File: config.mk
export PLATFORM = sky130hd
export DESIGN_NAME = pcie_inbound_remap
export DESIGN_NICKNAME = d
export VERILOG_FILES = /design/src/rtl/pir_pkg.sv /design/src/rtl/pir_cfg_regs.sv /design/src/rtl/pir_xlate.sv /design/src/rtl/pir_out_stage.sv /design/src/rtl/pcie_inbound_remap.sv
export SDC_FILE = /design/constraint.sdc
export NUM_CORES = 1
export LEC_CHECK = 0
export ABC_AREA = 1
export ABC_CLOCK_PERIOD_IN_PS = 3360
export BUFFER_PORTS_ARGS = -buffer_cell sky130_fd_sc_hd__buf_2
export CORE_ASPECT_RATIO = 2
export CORE_MARGIN = 2
export CORE_UTILIZATION = 60
export CTS_BUF_LIST = sky130_fd_sc_hd__clkbuf_2 sky130_fd_sc_hd__clkbuf_4 sky130_fd_sc_hd__clkbuf_8
export DETAILED_ROUTE_END_ITERATION = 10
export PLACE_DENSITY = 0.94
export RECOVER_POWER = 50
export SETUP_SLACK_MARGIN = 0.3
export SYNTH_ARGS = -nofsm -noshare
export SYNTH_HDL_FRONTEND = slang
export SYNTH_SLANG_ARGS = --single-unit
File: constraint.sdc
create_clock -name clk -period 3.36 [get_ports clk]
set_input_delay 0 -clock clk [delete_from_list [all_inputs] [get_ports clk]]
set_output_delay 0 -clock clk [all_outputs]
set_load 0.005 [all_outputs]
File: src/rtl/pir_pkg.sv
package pir_pkg;
    localparam int ADDR_W       = 32;
    localparam int REGION_CNT   = 8;
    localparam int REGION_IDX_W = $clog2(REGION_CNT);
    localparam int SIZE_CODE_W  = 3;
    localparam int WIN_LOG2_MIN = 23;
    localparam int SUB_LOG2_MIN = WIN_LOG2_MIN - REGION_IDX_W;
    localparam int CFG_ADDR_W   = 4;
    localparam logic [ADDR_W-1:0] RESET_WIN_BASE = 32'h8000_0000;

    typedef logic [ADDR_W-1:0] addr_t;
    typedef logic [SIZE_CODE_W-1:0] size_code_t;
    typedef logic [REGION_IDX_W-1:0] region_idx_t;

    typedef enum logic [CFG_ADDR_W-1:0] {
        CFG_CTRL = 4'd0,
        CFG_BASE = 4'd1,
        CFG_MISS = 4'd2
    } cfg_sel_e;

    typedef struct packed {
        logic        hit;
        region_idx_t idx;
        addr_t       xaddr;
    } xlate_t;

    // Bits kept from the window base when testing for a hit.
    function automatic addr_t win_keep_mask(size_code_t code);
        return addr_t'({ADDR_W{1'b1}} << (WIN_LOG2_MIN + int'(code)));
    endfunction

    // Bits taken from the region target; the rest is the offset.
    function automatic addr_t sub_keep_mask(size_code_t code);
        return addr_t'({ADDR_W{1'b1}} << (SUB_LOG2_MIN + int'(code)));
    endfunction
endpackage

File: src/rtl/pir_cfg_regs.sv
module pir_cfg_regs
    import pir_pkg::*;
#(
    parameter int CNT_W = 16
) (
    input  logic                  clk,
    input  logic                  rst,
    input  logic                  cfg_we,
    input  logic [CFG_ADDR_W-1:0] cfg_addr,
    input  addr_t                 cfg_wdata,
    output addr_t                 cfg_rdata,
    input  logic [CNT_W-1:0]      miss_count,
    output size_code_t            size_code,
    output addr_t                 win_base,
    output addr_t                 region_tgt [REGION_CNT]
);
    size_code_t size_q;
    addr_t      base_q;
    addr_t      tgt_q [REGION_CNT];

    always_ff @(posedge clk) begin
        if (rst) begin
            size_q <= '0;
            base_q <= RESET_WIN_BASE;
            for (int k = 0; k < REGION_CNT; k++) begin
                tgt_q[k] <= RESET_WIN_BASE + (addr_t'(k) << SUB_LOG2_MIN);
            end
        end else if (cfg_we) begin
            if (cfg_addr[CFG_ADDR_W-1]) begin
                tgt_q[cfg_addr[REGION_IDX_W-1:0]] <= cfg_wdata;
            end else begin
                case (cfg_addr)
                    CFG_CTRL: size_q <= cfg_wdata[SIZE_CODE_W-1:0];
                    CFG_BASE: base_q <= cfg_wdata;
                    default:  ;
                endcase
            end
        end
    end

    assign size_code = size_q;
    assign win_base  = base_q & win_keep_mask(size_q);

    for (genvar g = 0; g < REGION_CNT; g++) begin : g_tgt
        assign region_tgt[g] = tgt_q[g] & sub_keep_mask(size_q);
    end

    always_comb begin
        cfg_rdata = '0;
        if (cfg_addr[CFG_ADDR_W-1]) begin
            cfg_rdata = region_tgt[cfg_addr[REGION_IDX_W-1:0]];
        end else begin
            case (cfg_addr)
                CFG_CTRL: cfg_rdata = addr_t'(size_q);
                CFG_BASE: cfg_rdata = win_base;
                CFG_MISS: cfg_rdata = addr_t'(miss_count);
                default:  cfg_rdata = '0;
            endcase
        end
    end
endmodule

File: src/rtl/pir_xlate.sv
module pir_xlate
    import pir_pkg::*;
(
    input  addr_t      in_addr,
    input  size_code_t size_code,
    input  addr_t      win_base,
    input  addr_t      region_tgt [REGION_CNT],
    output xlate_t     result
);
    addr_t win_mask;
    addr_t sub_mask;
    addr_t shifted;

    always_comb begin
        win_mask      = win_keep_mask(size_code);
        sub_mask      = sub_keep_mask(size_code);
        shifted       = in_addr >> (SUB_LOG2_MIN + int'(size_code));
        result.hit    = ((in_addr ^ win_base) & win_mask) == '0;
        result.idx    = shifted[REGION_IDX_W-1:0];
        result.xaddr  = (region_tgt[result.idx] & sub_mask) | (in_addr & ~sub_mask);
    end
endmodule

File: src/rtl/pir_out_stage.sv
module pir_out_stage
    import pir_pkg::*;
#(
    parameter int CNT_W = 16
) (
    input  logic             clk,
    input  logic             rst,
    input  logic             in_valid,
    output logic             in_ready,
    input  xlate_t           xl,
    output logic             out_valid,
    input  logic             out_ready,
    output addr_t            out_addr,
    output logic             miss_pulse,
    output logic [CNT_W-1:0] miss_count
);
    localparam logic [CNT_W-1:0] CNT_MAX = {CNT_W{1'b1}};

    logic  valid_q;
    addr_t addr_q;
    logic  miss_q;
    logic  [CNT_W-1:0] cnt_q;
    logic  accept;

    assign in_ready = !valid_q || out_ready;
    assign accept   = in_valid && in_ready;

    always_ff @(posedge clk) begin
        if (rst) begin
            valid_q <= 1'b0;
            addr_q  <= '0;
            miss_q  <= 1'b0;
            cnt_q   <= '0;
        end else begin
            miss_q <= accept && !xl.hit;
            if (accept) begin
                valid_q <= xl.hit;
                if (xl.hit) begin
                    addr_q <= xl.xaddr;
                end else if (cnt_q != CNT_MAX) begin
                    cnt_q <= cnt_q + 1'b1;
                end
            end else if (out_ready) begin
                valid_q <= 1'b0;
            end
        end
    end

    assign out_valid  = valid_q;
    assign out_addr   = addr_q;
    assign miss_pulse = miss_q;
    assign miss_count = cnt_q;
endmodule

File: src/rtl/pcie_inbound_remap.sv
module pcie_inbound_remap
    import pir_pkg::*;
#(
    parameter int CNT_W = 16
) (
    input  logic                  clk,
    input  logic                  rst,
    input  logic                  in_valid,
    output logic                  in_ready,
    input  logic [ADDR_W-1:0]     in_addr,
    output logic                  out_valid,
    input  logic                  out_ready,
    output logic [ADDR_W-1:0]     out_addr,
    output logic                  miss_pulse,
    input  logic                  cfg_we,
    input  logic [CFG_ADDR_W-1:0] cfg_addr,
    input  logic [ADDR_W-1:0]     cfg_wdata,
    output logic [ADDR_W-1:0]     cfg_rdata
);
    size_code_t       size_code;
    addr_t            win_base;
    addr_t            region_tgt [REGION_CNT];
    xlate_t           xl;
    logic [CNT_W-1:0] miss_count;

    pir_cfg_regs #(.CNT_W(CNT_W)) u_cfg (
        .clk        (clk),
        .rst        (rst),
        .cfg_we     (cfg_we),
        .cfg_addr   (cfg_addr),
        .cfg_wdata  (cfg_wdata),
        .cfg_rdata  (cfg_rdata),
        .miss_count (miss_count),
        .size_code  (size_code),
        .win_base   (win_base),
        .region_tgt (region_tgt)
    );

    pir_xlate u_xlate (
        .in_addr    (in_addr),
        .size_code  (size_code),
        .win_base   (win_base),
        .region_tgt (region_tgt),
        .result     (xl)
    );

    pir_out_stage #(.CNT_W(CNT_W)) u_out (
        .clk        (clk),
        .rst        (rst),
        .in_valid   (in_valid),
        .in_ready   (in_ready),
        .xl         (xl),
        .out_valid  (out_valid),
        .out_ready  (out_ready),
        .out_addr   (out_addr),
        .miss_pulse (miss_pulse),
        .miss_count (miss_count)
    );
endmodule

==> results.json <==
{
  "design.core.area_um2": 15800,
  "dpl.hpwl_um": 23000,
  "rows": 65,
  "die_width_um": 93.6,
  "crit_path_end_kind": "flip-flop",
  "ios": 140,
  "io_buffers": 126,
  "fin_nets": 1585,
  "drv_cap": 0,
  "critPathKind": "flip-flop to flip-flop",
  "htree_levels": 4,
  "vias": 10400,
  "worstPathRequired_ns": 3.74,
  "wl_per_cell_um": 19.5,
  "numCtsBuffers": 17,
  "grt_overflow": 0,
  "drc": 0,
  "finalCritPeriodShare_pct": 86.7,
  "dr.pass1.iters": 7,
  "path_max_fanout": 38,
  "start_kind": "flip-flop",
  "met2WireLength_um": 15800,
  "initial_core_util_pct": 61.0,
  "worstSkewPairLatency_ns": 0.49,
  "ys_warn_count": 0,
  "grt_pass1_wl_um": 50900,
  "max_freq_ghz": 0.343,
  "total_power_mw": 4.58,
  "synthSimpleGateAreaFrac_pct": 32.3,
  "cts.sinks": 173,
  "syn_area_um2": 9630,
  "grt_antenna_before_repair": 0,
  "syn_area_per_cell_um2": 7.29,
  "via_per_inst": 6.06,
  "hold_class": "input pin to flip-flop",
  "die_area_um2": 17100,
  "synth_compound_area_share_pct": 9.25,
  "reg2reg_depth": 18,
  "leakagePower_nw": 5.27,
  "p_per_area_nw_per_um2": 400,
  "drt_wl_total_um": 33500,
  "highest_layer": "met4",
  "rsz0062_at_grt": "no",
  "synth_nets": 1403,
  "drive_gt1_share_pct": 12.5,
  "fin_crit_ns": 2.91,
  "tns_ns": 0,
  "crit_chain": "inv_2, ha_2, inv_1, ha_1, inv_1, nand2_1, inv_1, nand3_1, nand2_1, inv_1, nand2_1, nor2_2, nand2_4, nor2_4, buf_12, nand2_1, nor2_1, nor2_1",
  "synthDistinctLibCells": 38,
  "reg2reg_slack_ns": 0.45,
  "ys_seq_area_share_pct": 46.8,
  "clock_skew_ns": 0.0129,
  "worst_pin_slew_ns": 0.944,
  "setup_viol": 0,
  "hold_violations": 0,
  "cts_buffer_depth": 2,
  "synth_fa_ha_area_share_pct": 1.17,
  "max_slew_margin_pct": 37.1,
  "area_delta_synth_final_pct": 18.8,
  "tritoncts": "yes",
  "grt_util_all_layers_pct": 39.5,
  "startpoint": "u_cfg.size_code[1]",
  "gp_congestion": 0.979,
  "post-place-cells": 1634,
  "ys_seq_elements": 173,
  "path_buf_inv": 6,
  "peakVddDrop_mv": 0.262,
  "n_antenna_cell": 0,
  "grt_pass1_vias": 10200,
  "grt_max_degree": 51,
  "dr_wl_met3_um": 3650,
  "outcome": "completed",
  "ant_nets": 0,
  "die_h_um": 183,
  "crit_path_end": "u_out.out_addr[26]",
  "crit_slowest_cell": "dfxtp_2",
  "drt-met1-wl_um": 10200,
  "cts-root-buf": "clkbuf_8",
  "r2r-end": "u_out.out_addr[26]",
  "synthMuxAreaShare_pct": 0,
  "maxSlewViolCount": 0,
  "worst-path-stages": 18,
  "drt_iter0_drc": 1157,
  "path_clk_slew_ns": 0.10,
  "synth_xor_area_share_pct": 2.09,
  "synth_top_family_by_area": "simple AND/OR/NAND/NOR gates",
  "arrival_ns": 3.29,
  "slowest_delay_ns": 0.39,
  "synth_cells": 1321,
  "stdcell_count": 1717,
  "path_delay_family": "simple AND/OR/NAND/NOR gates",
  "reg2reg_from": "u_cfg.size_code[1]"
}
logic make-up (layout without fill, tap and decap cells):
family / count (synthesis) / after routing
buffers and inverters: 203 / 398
DFF: 173 / 173
adders and majority gates: 9 / 9
and+or+nand+nor: 759 / 759
AOI/OAI and AO/OA: 154 / 154
xor gates and xnor gates: 23 / 23
repair_timing:
item                                    in CTS  in global routing
setup buffers                                0                  0
hold endpoints to repair                    70                  0
endpoints found under the setup margin       0                 30
hold buffers                                51                  0
resized for setup                            0                  5
layout by cell type (no fill, tap or decap), drive strengths merged:
master,synthesis,final
ha,9,9
edfxtp,104,104
a21oi,40,40
o31ai,2,2
o21ai,53,53
o21bai,9,9
o221ai,4,4
a31oi,1,1
dlygate4sd3,0,51
nand3b,2,2
nor4,4,4
and2,1,1
nor3,10,10
inv,126,133
a221oi,3,3
nand4,21,21
clkbuf,32,53
a22oi,3,3
xor2,20,20
clkinvlp,0,3
o211ai,4,4
or2,1,1
nor2,216,216
nand2,406,406
nand3,98,98
buf,29,137
clkinv,16,20
bufinv,0,1
dfxtp,69,69
xnor2,3,3
o22ai,35,35
synthesized netlist by cell type:
cell,instances,area (µm²)
a221oi_1,3,26.3
buf_6,1,11.3
nand2_1,403,1510
buf_1,3,11.3
nor2_1,210,788
buf_2,22,110
nand4_1,21,131
o221ai_1,4,35.0
and2_1,1,6.26
nor2_2,2,12.5
nand2_2,2,12.5
nor3_1,10,50.1
buf_4,3,22.5
nand3b_1,2,15.0
nor4_1,4,25.0
inv_1,121,454
a31oi_1,1,6.26
o21ai_0,52,260
clkbuf_1,32,120
dfxtp_1,69,1380
ha_1,9,113
inv_2,5,18.8
or2_2,1,6.26
xnor2_1,3,26.3
nand3_2,1,10.0
edfxtp_1,104,3120
xor2_1,20,175
nand2_4,1,11.3
o21ai_2,1,8.76
o31ai_1,2,15.0
o21bai_1,9,67.6
o211ai_1,4,30.0
a22oi_1,3,22.5
a21oi_1,40,200
nand3_1,97,485
o22ai_1,35,219
clkinv_1,16,60.1
nor2_4,4,45.0
through the flow:
step | util, % | cell area (µm²) | setup slack [ns] | hold WS [ns]
after floorplan | - | 9630 | 1.02 | 0.102
after global placement | 67.3 | 10600 | 0.723 | 0.232
after detailed placement | 67.3 | 10600 | 0.602 | 0.238
after CTS | 73.0 | 11500 | 0.327 | 0.00484
after global routing | 72.5 | 11400 | 0.331 | 0.0507
final | 72.5 | 11400 | 0.447 | 0.0385
tightest hold or removal path, delay by kind of cell:
| family | cells | cell delay, ns |
|---|---|---|
| buffers and inverters | 2 | 0.33 |
| AOI/OAI and AO/OA | 1 | 0.14 |
registers in the layout (all words and copies together), names as in the netlist:
signal,cells
u_out.miss_pulse,1
u_out.out_valid,1
u_out.miss_count,16
u_out.out_addr,32
u_cfg.base_q,16
u_cfg.tgt_q,104
u_cfg.size_code,3
where the power goes:
| group | internal, mW | switching (mW) | total, mW |
|---|---|---|---|
| Sequential | 2.32 | 0.0350 | 2.36 |
| Combinational | 0.252 | 0.506 | 0.758 |
| Clock | 0.612 | 0.850 | 1.46 |
per-layer routing:
metal | vias up | global-route usage, %
met5 | - | 0
met4 | 0 | 36.9
met3 | 319 | 9.98
met2 | 850 | 65.2
met1 | 4588 | 39.4
li1 | 4648 | -
area by class of cell:
cell class / count / area, µm²
clock inverters: 15 / 156
multi-input cells: 945 / 4320
flip-flops and latches: 173 / 4510
well taps: 201 / 251
clock buffers: 17 / 234
repair buffers: 224 / 1440
inverters: 142 / 533
fillers: 1167 / 4340
worst min-delay path by stage:
stage,startpoint,to,depth (start not counted)
after global placement,cfg_wdata[18],u_cfg.base_q[18],3
final,cfg_wdata[31],u_cfg.base_q[31],3
after detailed placement,cfg_wdata[17],u_cfg.base_q[17],3
after CTS,rst,u_out.miss_pulse,3
after floorplan,out_ready,in_ready,2
after global routing,rst,u_out.miss_pulse,3
(Power assumes the default switching activity.)
